**src/rtl/btas_pkg.sv**
```systemverilog
package btas_pkg;

    // Direct ordering codes: bit1 = step downward, bit0 = move before address
    typedef enum logic [1:0] {
        ORD_UP_POST   = 2'b00,
        ORD_UP_PRE    = 2'b01,
        ORD_DOWN_POST = 2'b10,
        ORD_DOWN_PRE  = 2'b11
    } order_e;

    // Stack names: bit1 = grows upward, bit0 = pointer at free slot
    typedef enum logic [1:0] {
        STK_FULL_DOWN  = 2'b00,
        STK_EMPTY_DOWN = 2'b01,
        STK_FULL_UP    = 2'b10,
        STK_EMPTY_UP   = 2'b11
    } stack_e;

    typedef struct packed {
        logic down;
        logic pre;
    } order_dec_t;

    typedef enum logic {
        SQ_IDLE = 1'b0,
        SQ_RUN  = 1'b1
    } seq_state_e;

    // A store pushes: a full stack moves before writing, an empty one after.
    // A load pops in the opposite direction with the opposite timing.
    function automatic order_e stack_to_order(input stack_e stk, input logic load);
        logic grows_up;
        logic empty_kind;
        logic down;
        logic pre;
        grows_up   = stk[1];
        empty_kind = stk[0];
        if (!load) begin
            down = !grows_up;
            pre  = !empty_kind;
        end else begin
            down = grows_up;
            pre  = empty_kind;
        end
        return order_e'({down, pre});
    endfunction

    function automatic order_dec_t decode_order(input order_e ord);
        order_dec_t d;
        d.down = ord[1];
        d.pre  = ord[0];
        return d;
    endfunction

endpackage

```
**src/rtl/btas_mode_xlate.sv**
```systemverilog
module btas_mode_xlate
    import btas_pkg::*;
(
    input  logic [1:0]  mode,
    input  logic        stack_sel,
    input  logic        is_load,
    output order_dec_t  dec
);
    order_e eff;

    always_comb begin
        if (stack_sel) eff = stack_to_order(stack_e'(mode), is_load);
        else           eff = order_e'(mode);
        dec = decode_order(eff);
    end
endmodule

```
**src/rtl/btas_addr_plan.sv**
```systemverilog
module btas_addr_plan
    import btas_pkg::*;
#(
    parameter int ADDR_W = 32,
    parameter int NREGS  = 16
) (
    input  logic [ADDR_W-1:0] base_addr,
    input  logic [NREGS-1:0]  reg_list,
    input  order_dec_t        dec,
    output logic [ADDR_W-1:0] first_addr,
    output logic [ADDR_W-1:0] final_base
);
    localparam int CNT_W = $clog2(NREGS + 1);
    localparam logic [ADDR_W-1:0] WORD = ADDR_W'(4);

    logic [CNT_W-1:0]  count;
    logic [ADDR_W-1:0] span;
    logic [ADDR_W-1:0] low_end;

    always_comb begin
        count = '0;
        for (int i = 0; i < NREGS; i++) begin
            count = count + CNT_W'(reg_list[i]);
        end
    end

    assign span    = ADDR_W'(count) << 2;
    assign low_end = base_addr - span;

    always_comb begin
        unique case ({dec.down, dec.pre})
            2'b00:   first_addr = base_addr;
            2'b01:   first_addr = base_addr + WORD;
            2'b10:   first_addr = low_end + WORD;
            default: first_addr = low_end;
        endcase
        final_base = dec.down ? low_end : base_addr + span;
    end
endmodule

```
**src/rtl/btas_pick_lowest.sv**
```systemverilog
module btas_pick_lowest #(
    parameter int NREGS = 16,
    localparam int IDX_W = $clog2(NREGS)
) (
    input  logic [NREGS-1:0] mask,
    output logic [NREGS-1:0] lowest_oh,
    output logic [IDX_W-1:0] lowest_idx,
    output logic             only_one
);
    logic [NREGS-1:0] seen_below;

    assign seen_below[0] = 1'b0;
    assign lowest_oh[0]  = mask[0];

    genvar g;
    generate
        for (g = 1; g < NREGS; g++) begin : g_chain
            assign seen_below[g] = seen_below[g-1] | mask[g-1];
            assign lowest_oh[g]  = mask[g] & ~seen_below[g];
        end
    endgenerate

    always_comb begin
        lowest_idx = '0;
        for (int i = 0; i < NREGS; i++) begin
            if (lowest_oh[i]) lowest_idx = lowest_idx | IDX_W'(i);
        end
    end

    assign only_one = (|mask) && ((mask & ~lowest_oh) == '0);
endmodule

```
**src/rtl/block_xfer_seq.sv**
```systemverilog
module block_xfer_seq
    import btas_pkg::*;
#(
    parameter int ADDR_W = 32,
    parameter int NREGS  = 16,
    localparam int IDX_W = $clog2(NREGS)
) (
    input  logic              clk,
    input  logic              rst,
    input  logic              start,
    input  logic [ADDR_W-1:0] base_addr,
    input  logic [NREGS-1:0]  reg_list,
    input  logic [1:0]        mode,
    input  logic              stack_sel,
    input  logic              is_load,
    input  logic              wb_en,
    output logic              busy,
    output logic              xfer_valid,
    output logic [ADDR_W-1:0] xfer_addr,
    output logic [IDX_W-1:0]  xfer_reg,
    output logic              done,
    output logic [ADDR_W-1:0] wb_value,
    output logic              wb_valid
);
    localparam logic [ADDR_W-1:0] WORD = ADDR_W'(4);

    order_dec_t        dec;
    logic [ADDR_W-1:0] plan_first;
    logic [ADDR_W-1:0] plan_final;

    seq_state_e        state_q;
    logic [NREGS-1:0]  pend_q;
    logic [ADDR_W-1:0] addr_q;
    logic [ADDR_W-1:0] wbv_q;
    logic              wben_q;
    logic              empty_done_q;

    logic [NREGS-1:0]  low_oh;
    logic [IDX_W-1:0]  low_idx;
    logic              last_one;
    logic              accept;
    logic              running;

    btas_mode_xlate u_xlate (
        .mode      (mode),
        .stack_sel (stack_sel),
        .is_load   (is_load),
        .dec       (dec)
    );

    btas_addr_plan #(.ADDR_W(ADDR_W), .NREGS(NREGS)) u_plan (
        .base_addr  (base_addr),
        .reg_list   (reg_list),
        .dec        (dec),
        .first_addr (plan_first),
        .final_base (plan_final)
    );

    btas_pick_lowest #(.NREGS(NREGS)) u_pick (
        .mask       (pend_q),
        .lowest_oh  (low_oh),
        .lowest_idx (low_idx),
        .only_one   (last_one)
    );

    assign running = (state_q == SQ_RUN);
    assign busy    = running || empty_done_q;
    assign accept  = start && !busy;

    always_ff @(posedge clk) begin
        if (rst) begin
            state_q      <= SQ_IDLE;
            pend_q       <= '0;
            addr_q       <= '0;
            wbv_q        <= '0;
            wben_q       <= 1'b0;
            empty_done_q <= 1'b0;
        end else begin
            empty_done_q <= 1'b0;
            unique case (state_q)
                SQ_IDLE: begin
                    if (accept) begin
                        pend_q <= reg_list;
                        addr_q <= plan_first;
                        wbv_q  <= plan_final;
                        wben_q <= wb_en;
                        if (reg_list == '0) empty_done_q <= 1'b1;
                        else                state_q      <= SQ_RUN;
                    end
                end
                SQ_RUN: begin
                    pend_q <= pend_q & ~low_oh;
                    addr_q <= addr_q + WORD;
                    if (last_one) state_q <= SQ_IDLE;
                end
                default: state_q <= SQ_IDLE;
            endcase
        end
    end

    assign xfer_valid = running;
    assign xfer_addr  = addr_q;
    assign xfer_reg   = low_idx;
    assign done       = (running && last_one) || empty_done_q;
    assign wb_value   = wbv_q;
    assign wb_valid   = done && wben_q;


    addr_step_chk: assert property (@(posedge clk) disable iff (rst)
        (xfer_valid && !done) |=> (xfer_valid && xfer_addr == $past(xfer_addr) + WORD));


    reg_ascend_chk: assert property (@(posedge clk) disable iff (rst)
        (xfer_valid && !done) |=> (xfer_reg > $past(xfer_reg)));


    done_single_chk: assert property (@(posedge clk) disable iff (rst)
        done |=> (!done && !xfer_valid));


    wb_with_done_chk: assert property (@(posedge clk) disable iff (rst)
        wb_valid |-> done);


    start_response_chk: assert property (@(posedge clk) disable iff (rst)
        (start && !busy) |=> (xfer_valid || done));


    busy_hold_chk: assert property (@(posedge clk) disable iff (rst)
        (busy && start && !done) |=> ($stable(wb_value) && busy));
endmodule

```
**config.mk**
```make
export PLATFORM = sky130hd
export DESIGN_NAME = block_xfer_seq
export DESIGN_NICKNAME = d
export VERILOG_FILES = /design/src/rtl/btas_pkg.sv /design/src/rtl/btas_mode_xlate.sv /design/src/rtl/btas_addr_plan.sv /design/src/rtl/btas_pick_lowest.sv /design/src/rtl/block_xfer_seq.sv
export SDC_FILE = /design/constraint.sdc
export NUM_CORES = 1
export LEC_CHECK = 0
export ABC_AREA = 1
export BUFFER_PORTS_ARGS = -buffer_cell sky130_fd_sc_hd__buf_2
export CAP_MARGIN = 20
export CORE_MARGIN = 2
export CORE_UTILIZATION = 40
export DETAILED_ROUTE_END_ITERATION = 7
export GPL_ROUTABILITY_DRIVEN = 0
export PLACE_DENSITY_LB_ADDON = 0.15
export SYNTH_ARGS = -nofsm -noshare
export SYNTH_HDL_FRONTEND = slang
export SYNTH_SLANG_ARGS = --single-unit
```
**constraint.sdc**
```tcl
create_clock -name clk -period 17.3 [get_ports clk]
set_input_delay 3.46 -clock clk [delete_from_list [all_inputs] [get_ports clk]]
set_output_delay 3.46 -clock clk [all_outputs]
set_load 0.02 [all_outputs]
```
# Yosys cells after proc, flatten, opt, wreduce, memory -nomap -nowiden
# Cells that the tools add are included.
[word_totals]
wordCells = 121
register_bits = 83
in_bits = 56
[op_classes]
muxes = 29
bitwise_logic = 48
addsub = 20
n_reduce_logical = 15
eq_ne = 3
[op_table]
columns = ["op", "count"]
rows = [
  ["$add A32 B3 Y32 const B", 3],
  ["$pmux W32 S3", 1],
  ["$add A5 B1 Y5", 14],
  ["$mux W32", 2],
  ["$pmux W32 S2", 1],
  ["$add A32 B7 Y32", 1],
  ["$logic_not A16 Y1", 2],
  ["$mux W4", 8],
  ["$pmux W16 S2", 1],
  ["$sub A32 B7 Y32", 1],
  ["$not A1 Y1", 17],
  ["$and A16 B16 Y16", 1],
  ["$mux W16", 1],
  ["$not A16 Y16", 1],
  ["$reduce_or A16 Y1", 1],
  ["$and A1 B1 Y1", 15],
  ["$or A1 B1 Y1", 14],
  ["$mux W3", 4],
  ["$mux W1", 7],
  ["$mux W2", 3],
  ["$logic_and A1 B1 Y1", 4],
  ["$logic_not A1 Y1", 3],
  ["$reduce_or A3 Y1", 1],
  ["$add A1 B1 Y2", 1],
  ["7 further kinds", 8],
]

# Longest topological paths before layout
[logic_depth]
word_depth = 23
ltp_mapped = 37
depth_no_buf = 36

# By module
# From an unflattened synthesis, not the netlist that was laid out.
[hier_totals]
cells_unflattened = 1730
hier_area_um2 = 9873.2
[by_module_without_submodules]
columns = ["module", "area_each_um2", "instances", "cells_per_inst", "seq_area_each_um2"]
rows = [
  ["btas_addr_plan", 5252.5, 1, 987, 0.0],
  ["block_xfer_seq", 4119.0, 1, 638, 1661.6],
  ["btas_pick_lowest", 459.2, 1, 95, 0.0],
  ["btas_mode_xlate", 42.5, 1, 10, 0.0],
]

# Worst setup path after synthesis
# Ideal clock, no wire load.
[synth_path]
path_kind = "input to register"
from = "input port reg_list[0]"
to = "register addr_q[30] (netlist: xfer_addr[30])"
n_path_buf = 0
setup_ps = 66
required_ps = 17234
arrival_ps = 8815
path_stages = 27
path_slack_ps = 8419
cell_sequence = "inv_1 -> ha_1 -> inv_1 -> fa_1 -> fa_1 -> fa_1 -> fa_1 -> fa_1 -> fa_1 -> inv_1 -> fa_1 -> o21ai_1 -> ha_1 -> inv_1 -> a21oi_1 -> nand3_2 -> nor2_4 -> nand3_4 -> nor2_8 -> nand3_4 -> nor2_4 -> nand2_1 -> nand2_1 -> nand3_1 -> nand2_1 -> nand2_1 -> a21oi_2"
[synth_via]
elab_chain_len = 20
[synth_lines]
columns = ["item", "line", "rtl"]
rows = [
  ["start, declared", "block_xfer_seq.sv:12", "input logic [NREGS-1:0] reg_list,"],
  ["$add A1 B1 Y2 (*)", "btas_addr_plan.sv:23", "count = count + CNT_W'(reg_list[i]);"],
  ["$add A5 B1 Y5 (*) (14 in series)", "btas_addr_plan.sv:23", ""],
  ["$sub A32 B7 Y32 (*)", "btas_addr_plan.sv:28", "assign low_end = base_addr - span;"],
  ["$add A32 B3 Y32", "btas_addr_plan.sv:34", "2'b10: first_addr = low_end + WORD;"],
  ["$pmux W32 S3 (*)", "btas_addr_plan.sv:31", "unique case ({dec.down, dec.pre})"],
  ["$mux W32 (*)", "block_xfer_seq.sv:82", "if (accept) begin"],
  ["$pmux W32 S2 (*)", "block_xfer_seq.sv:80", "unique case (state_q)"],
  ["end signal, assigned", "block_xfer_seq.sv:84", "addr_q <= plan_first;"],
  ["end signal, assigned", "block_xfer_seq.sv:93", "addr_q <= addr_q + WORD;"],
  ["end, declared", "block_xfer_seq.sv:33", "logic [ADDR_W-1:0] addr_q;"],
]
# Mark *: on every way between the ends. The rest lies on a longest branch, timed or not. The select of a mux whose other input is x is not followed.
# A chain may end at the register's enable or synchronous reset.

# Final worst setup path
[layout_path]
from = "input port reg_list[0]"
to = "register wbv_q[31] (netlist: wb_value[31])"
[layout_via]
elab_chain_len = 17
word_cells_on_any_way = 18
cone_classes = "add/sub: 17; mux: 1"
[layout_lines]
columns = ["item", "line", "rtl"]
rows = [
  ["$add A1 B1 Y2 (*)", "btas_addr_plan.sv:23", ""],
  ["$add A5 B1 Y5 (*) (14 in series)", "btas_addr_plan.sv:23", ""],
  ["$add A32 B7 Y32 or $sub A32 B7 Y32 (tied branches)", "btas_addr_plan.sv:37, btas_addr_plan.sv:28", ""],
  ["$mux W32 (*)", "btas_addr_plan.sv:37", "final_base = dec.down ? low_end : base_addr + span;"],
  ["end signal, assigned", "block_xfer_seq.sv:85", "wbv_q <= plan_final;"],
  ["end, declared", "block_xfer_seq.sv:34", "logic [ADDR_W-1:0] wbv_q;"],
]
# Mark *: on every way between the ends. The rest lies on a longest branch, timed or not.

==> qor.tcl <==
set qor(synth_ff_type) {sky130_fd_sc_hd__dfxtp_1}
set qor(min_path_type) {reg -> reg}
set qor(post_cts_resize_count) 0
set qor(clock_tree.htree_level_count) 3
set qor(grt_usage_pct) 29.20
set qor(total_cts_buffers) 9
set qor(initial_core_util_pct) 40.69
set qor(final_critical_delay_including_setup_and_external_delays_ns) 9.482
set qor(mappedNetlistArea_um2) 9211
set qor(die_x_um) 155.8
set qor(cap_viol_max_count) 0
set qor(nNetsFinal) 1696
set qor(io_pins) 128
set qor(timing.max_slew.rel_slack_pct) 31.26
set qor(worst-slew-pin-transition_ns) 1.030
set qor(synth.top_cells.by_area) {sky130_fd_sc_hd__dfxtp_1 18%, sky130_fd_sc_hd__nand2_1 15%, sky130_fd_sc_hd__inv_1 7.2%}
set qor(drt.antenna.violating_nets) 0
set qor(drive_above_1_share_pct) 17.82
set qor(detail_route.wl_per_cell_um) 18.87
set qor(power.ir.vdd_worst_mv) 0.09781
set qor(drt_wl_total_mm) 35.78
set qor(grt_antenna_before_repair) 0
set qor(synth_edf_count) 0
set qor(reg2reg_setup_slack_ns) 14.65
set qor(async_flop_share_pct) 0
set qor(mostFrequentLayoutCell) {sky130_fd_sc_hd__nand2_1}
set qor(largest_net_degree_at_the_start_of_global_routing) 67
set qor(dieArea_um2) 24260
set qor(cellLeakagePower_nw) 4.796
set qor(globalRouteOverflowTotal) 0
set qor(syn-mean-instance-area_um2) 6.020
set qor(path_max_fanout) 9
set qor(insertedDiodeCount) 0
set qor(area_delta_synth_final_pct) 11.93
set qor(synth_sequential_area_ratio_pct) 18.04
set qor(syn-num-nets) 1620
set qor(timing_worst_setup_path_type) {in -> reg}
set qor(power.density_cell_area_nw_per_um2) 116.0
set qor(cts_hold_buffers) 0
set qor(dp_hpwl_mm) 26.99
set qor(dr_vias) 10750
set qor(postCtsSetupRepairBufs) 0
set qor(cp.required_ns) 17.51
set qor(drc) 0
set qor(grt_setup_unrepaired) {false}
set qor(design.core.area_um2) 22640
set qor(min_period_over_period_pct) 54.81
set qor(layout.cells.most_common_list) {367 x sky130_fd_sc_hd__nand2_1, 176 x sky130_fd_sc_hd__inv_1, 127 x sky130_fd_sc_hd__nor2_1, 127 x sky130_fd_sc_hd__buf_2, 125 x sky130_fd_sc_hd__nand3_1}
set qor(global_route_wire_length_before_repair_mm) 55.12
set qor(cts-root-buf) {sky130_fd_sc_hd__clkbuf_16}
set qor(via_count_of_the_first_global_routing_pass) 9481
set qor(clock_transition_at_the_registers_of_the_reported_paths_ns) 0.07
set qor(fin_tns_setup_ns) 0
set qor(fp-row-count) 55
set qor(maxSlewViolCount) 0
set qor(setup_viol) 0
set qor(fin_worst_skew_ns) 0.008463
set qor(status) {completed}
set qor(numClockSinks) 83
set qor(crit_arrival_ns) 9.69
set qor(timing_hold_violations_final) 0
set qor(initial_drc_count) 1258
set qor(clock_latency_ns) 0.35
set qor(critPathCaptureType) {flop}
set qor(synth_cell_type_count) 60
set qor(die_height_um) 155.8
set qor(layout.cells.non_filler) 1896
set qor(vias_per_cell) 5.668
set qor(synthesis.yosys.warnings) 0
set qor(placement.io_buffers) 127
set qor(placedCellCount) 1880
set qor(synth_largest_area_cell) {sky130_fd_sc_hd__dfxtp_1}
set qor(max_clock_freq_ghz) 0.1055
set qor(yosys_register_bits) 83
set qor(tritoncts) {built}
set qor(start_kind) {input port}
set qor(synth_cells) 1530
set qor(post-synth-top-area-fraction_pct) 18.04
set qor(finish.utilization_pct) 45.54
set qor(number_of_search_and_repair_iterations_in_the_first_detailed_routing_pass) 7
set qor(clk_path_buf_depth) 2
[worst max-delay path, stage by stage]
cell                       delay (ns)
sky130_fd_sc_hd__buf_2           0.09
sky130_fd_sc_hd__inv_1           0.05
sky130_fd_sc_hd__ha_1            0.28
sky130_fd_sc_hd__inv_1           0.07
sky130_fd_sc_hd__fa_1            0.43
sky130_fd_sc_hd__fa_1            0.49
sky130_fd_sc_hd__fa_1            0.53
sky130_fd_sc_hd__fa_1            0.42
sky130_fd_sc_hd__fa_1            0.42
sky130_fd_sc_hd__fa_1            0.42
sky130_fd_sc_hd__xnor2_1         0.16
sky130_fd_sc_hd__ha_1            0.60
sky130_fd_sc_hd__nand3_1         0.14
sky130_fd_sc_hd__nand3_1         0.13
sky130_fd_sc_hd__a21boi_1        0.18
sky130_fd_sc_hd__nor2_1          0.20
sky130_fd_sc_hd__nand2_1         0.12
sky130_fd_sc_hd__nor2_1          0.18
sky130_fd_sc_hd__inv_1           0.09
sky130_fd_sc_hd__nor3_2          0.23
sky130_fd_sc_hd__nand4_1         0.32
sky130_fd_sc_hd__nor2_2          0.26
sky130_fd_sc_hd__nand2_1         0.07
sky130_fd_sc_hd__nand2_1         0.06
sky130_fd_sc_hd__nand3_1         0.06
sky130_fd_sc_hd__nand2_1         0.13
sky130_fd_sc_hd__a21oi_1         0.07
[final timing paths]
kind | startpoint | end | depth (start not counted)
setup reg to reg | xfer_addr[2] | xfer_addr[24] | 16
hold reg to reg | wben_q | wben_q | 2
setup / recovery | reg_list[0] | wb_value[31] | 27
hold / removal | wben_q | wben_q | 2
[flip-flops by register name, indices dropped and copies added (netlist names)]
signal	cells
xfer_addr	32
wben_q	1
xfer_valid	1
pend_q	16
wb_value	32
empty_done_q	1
[synth_stat cells (6+ instances only)]
cell type                    n
sky130_fd_sc_hd__ha_1       22
sky130_fd_sc_hd__nand3_2    13
sky130_fd_sc_hd__a31oi_1    22
sky130_fd_sc_hd__and2_1      8
sky130_fd_sc_hd__o211ai_1   35
sky130_fd_sc_hd__dfxtp_1    83
sky130_fd_sc_hd__nor4_1      8
sky130_fd_sc_hd__buf_4       6
sky130_fd_sc_hd__nor2_1    128
sky130_fd_sc_hd__a21oi_2     6
sky130_fd_sc_hd__nand3_1   125
sky130_fd_sc_hd__or2_2       6
sky130_fd_sc_hd__o21ai_0    90
sky130_fd_sc_hd__nor3_1     20
sky130_fd_sc_hd__fa_1       12
sky130_fd_sc_hd__inv_1     177
sky130_fd_sc_hd__nand4_1    33
sky130_fd_sc_hd__xor2_1     23
sky130_fd_sc_hd__xnor2_1     7
sky130_fd_sc_hd__nand2_1   367
sky130_fd_sc_hd__clkbuf_1   49
sky130_fd_sc_hd__o21ai_1     8
sky130_fd_sc_hd__nor2_2     18
sky130_fd_sc_hd__a21oi_1   117
sky130_fd_sc_hd__inv_2      13
sky130_fd_sc_hd__buf_2      10
sky130_fd_sc_hd__a22oi_1     8
sky130_fd_sc_hd__o22ai_1     7
sky130_fd_sc_hd__nor2_4     18
sky130_fd_sc_hd__nand2_2    34
[layer usage]
metal	up-vias	GRT usage [%]	part of all wire, %	wire, µm
met2	509	45.17	44	15610
met3	43	4.889	8.8	3132
met4	0	7.995	2.3	808
met5	-	0	0	0
met1	4982	41.85	45	16230
li1	5212	-	-	-
[area by class of cell]
class | count | area, µm²
clock buffer | 9 | 225.2
clock inverter | 7 | 127.6
fill | 2423 | 12330
inverter | 193 | 726.9
multi-input combinational | 1182 | 6501
sequential | 83 | 1662
tap | 285 | 356.6
timing repair buffer | 137 | 710.7
[through the flow]
stage	total power [mW]	hold slack, ns	setup WS [ns]	cell area (µm²)
2_1_floorplan	0.7619	0.4300	8.419	9211
3_3_place_gp	0.9422	0.4465	7.582	9957
3_5_place_dp	0.9449	0.4510	7.494	9957
4_1_cts	1.189	0.4617	7.875	10310
5_1_grt	1.279	0.4849	7.449	10310
6_report	1.196	0.4615	7.818	10310
[kinds of logic after synthesis]
kind of cell             synth area share [%]
buffers and inverters                   11.49
AO/OA/AOI/OAI                           19.60
XOR/XNOR                                2.852
flip-flops                              18.04
AND/OR/NAND/NOR                         42.42
adder cells (fa/ha/maj)                 5.596
[report_power, final]
part           internal (mW)  switching [mW]
clock                  0.144          0.0932
combinational          0.217           0.488
sequential             0.222          0.0320
(Power assumes the default switching activity.)
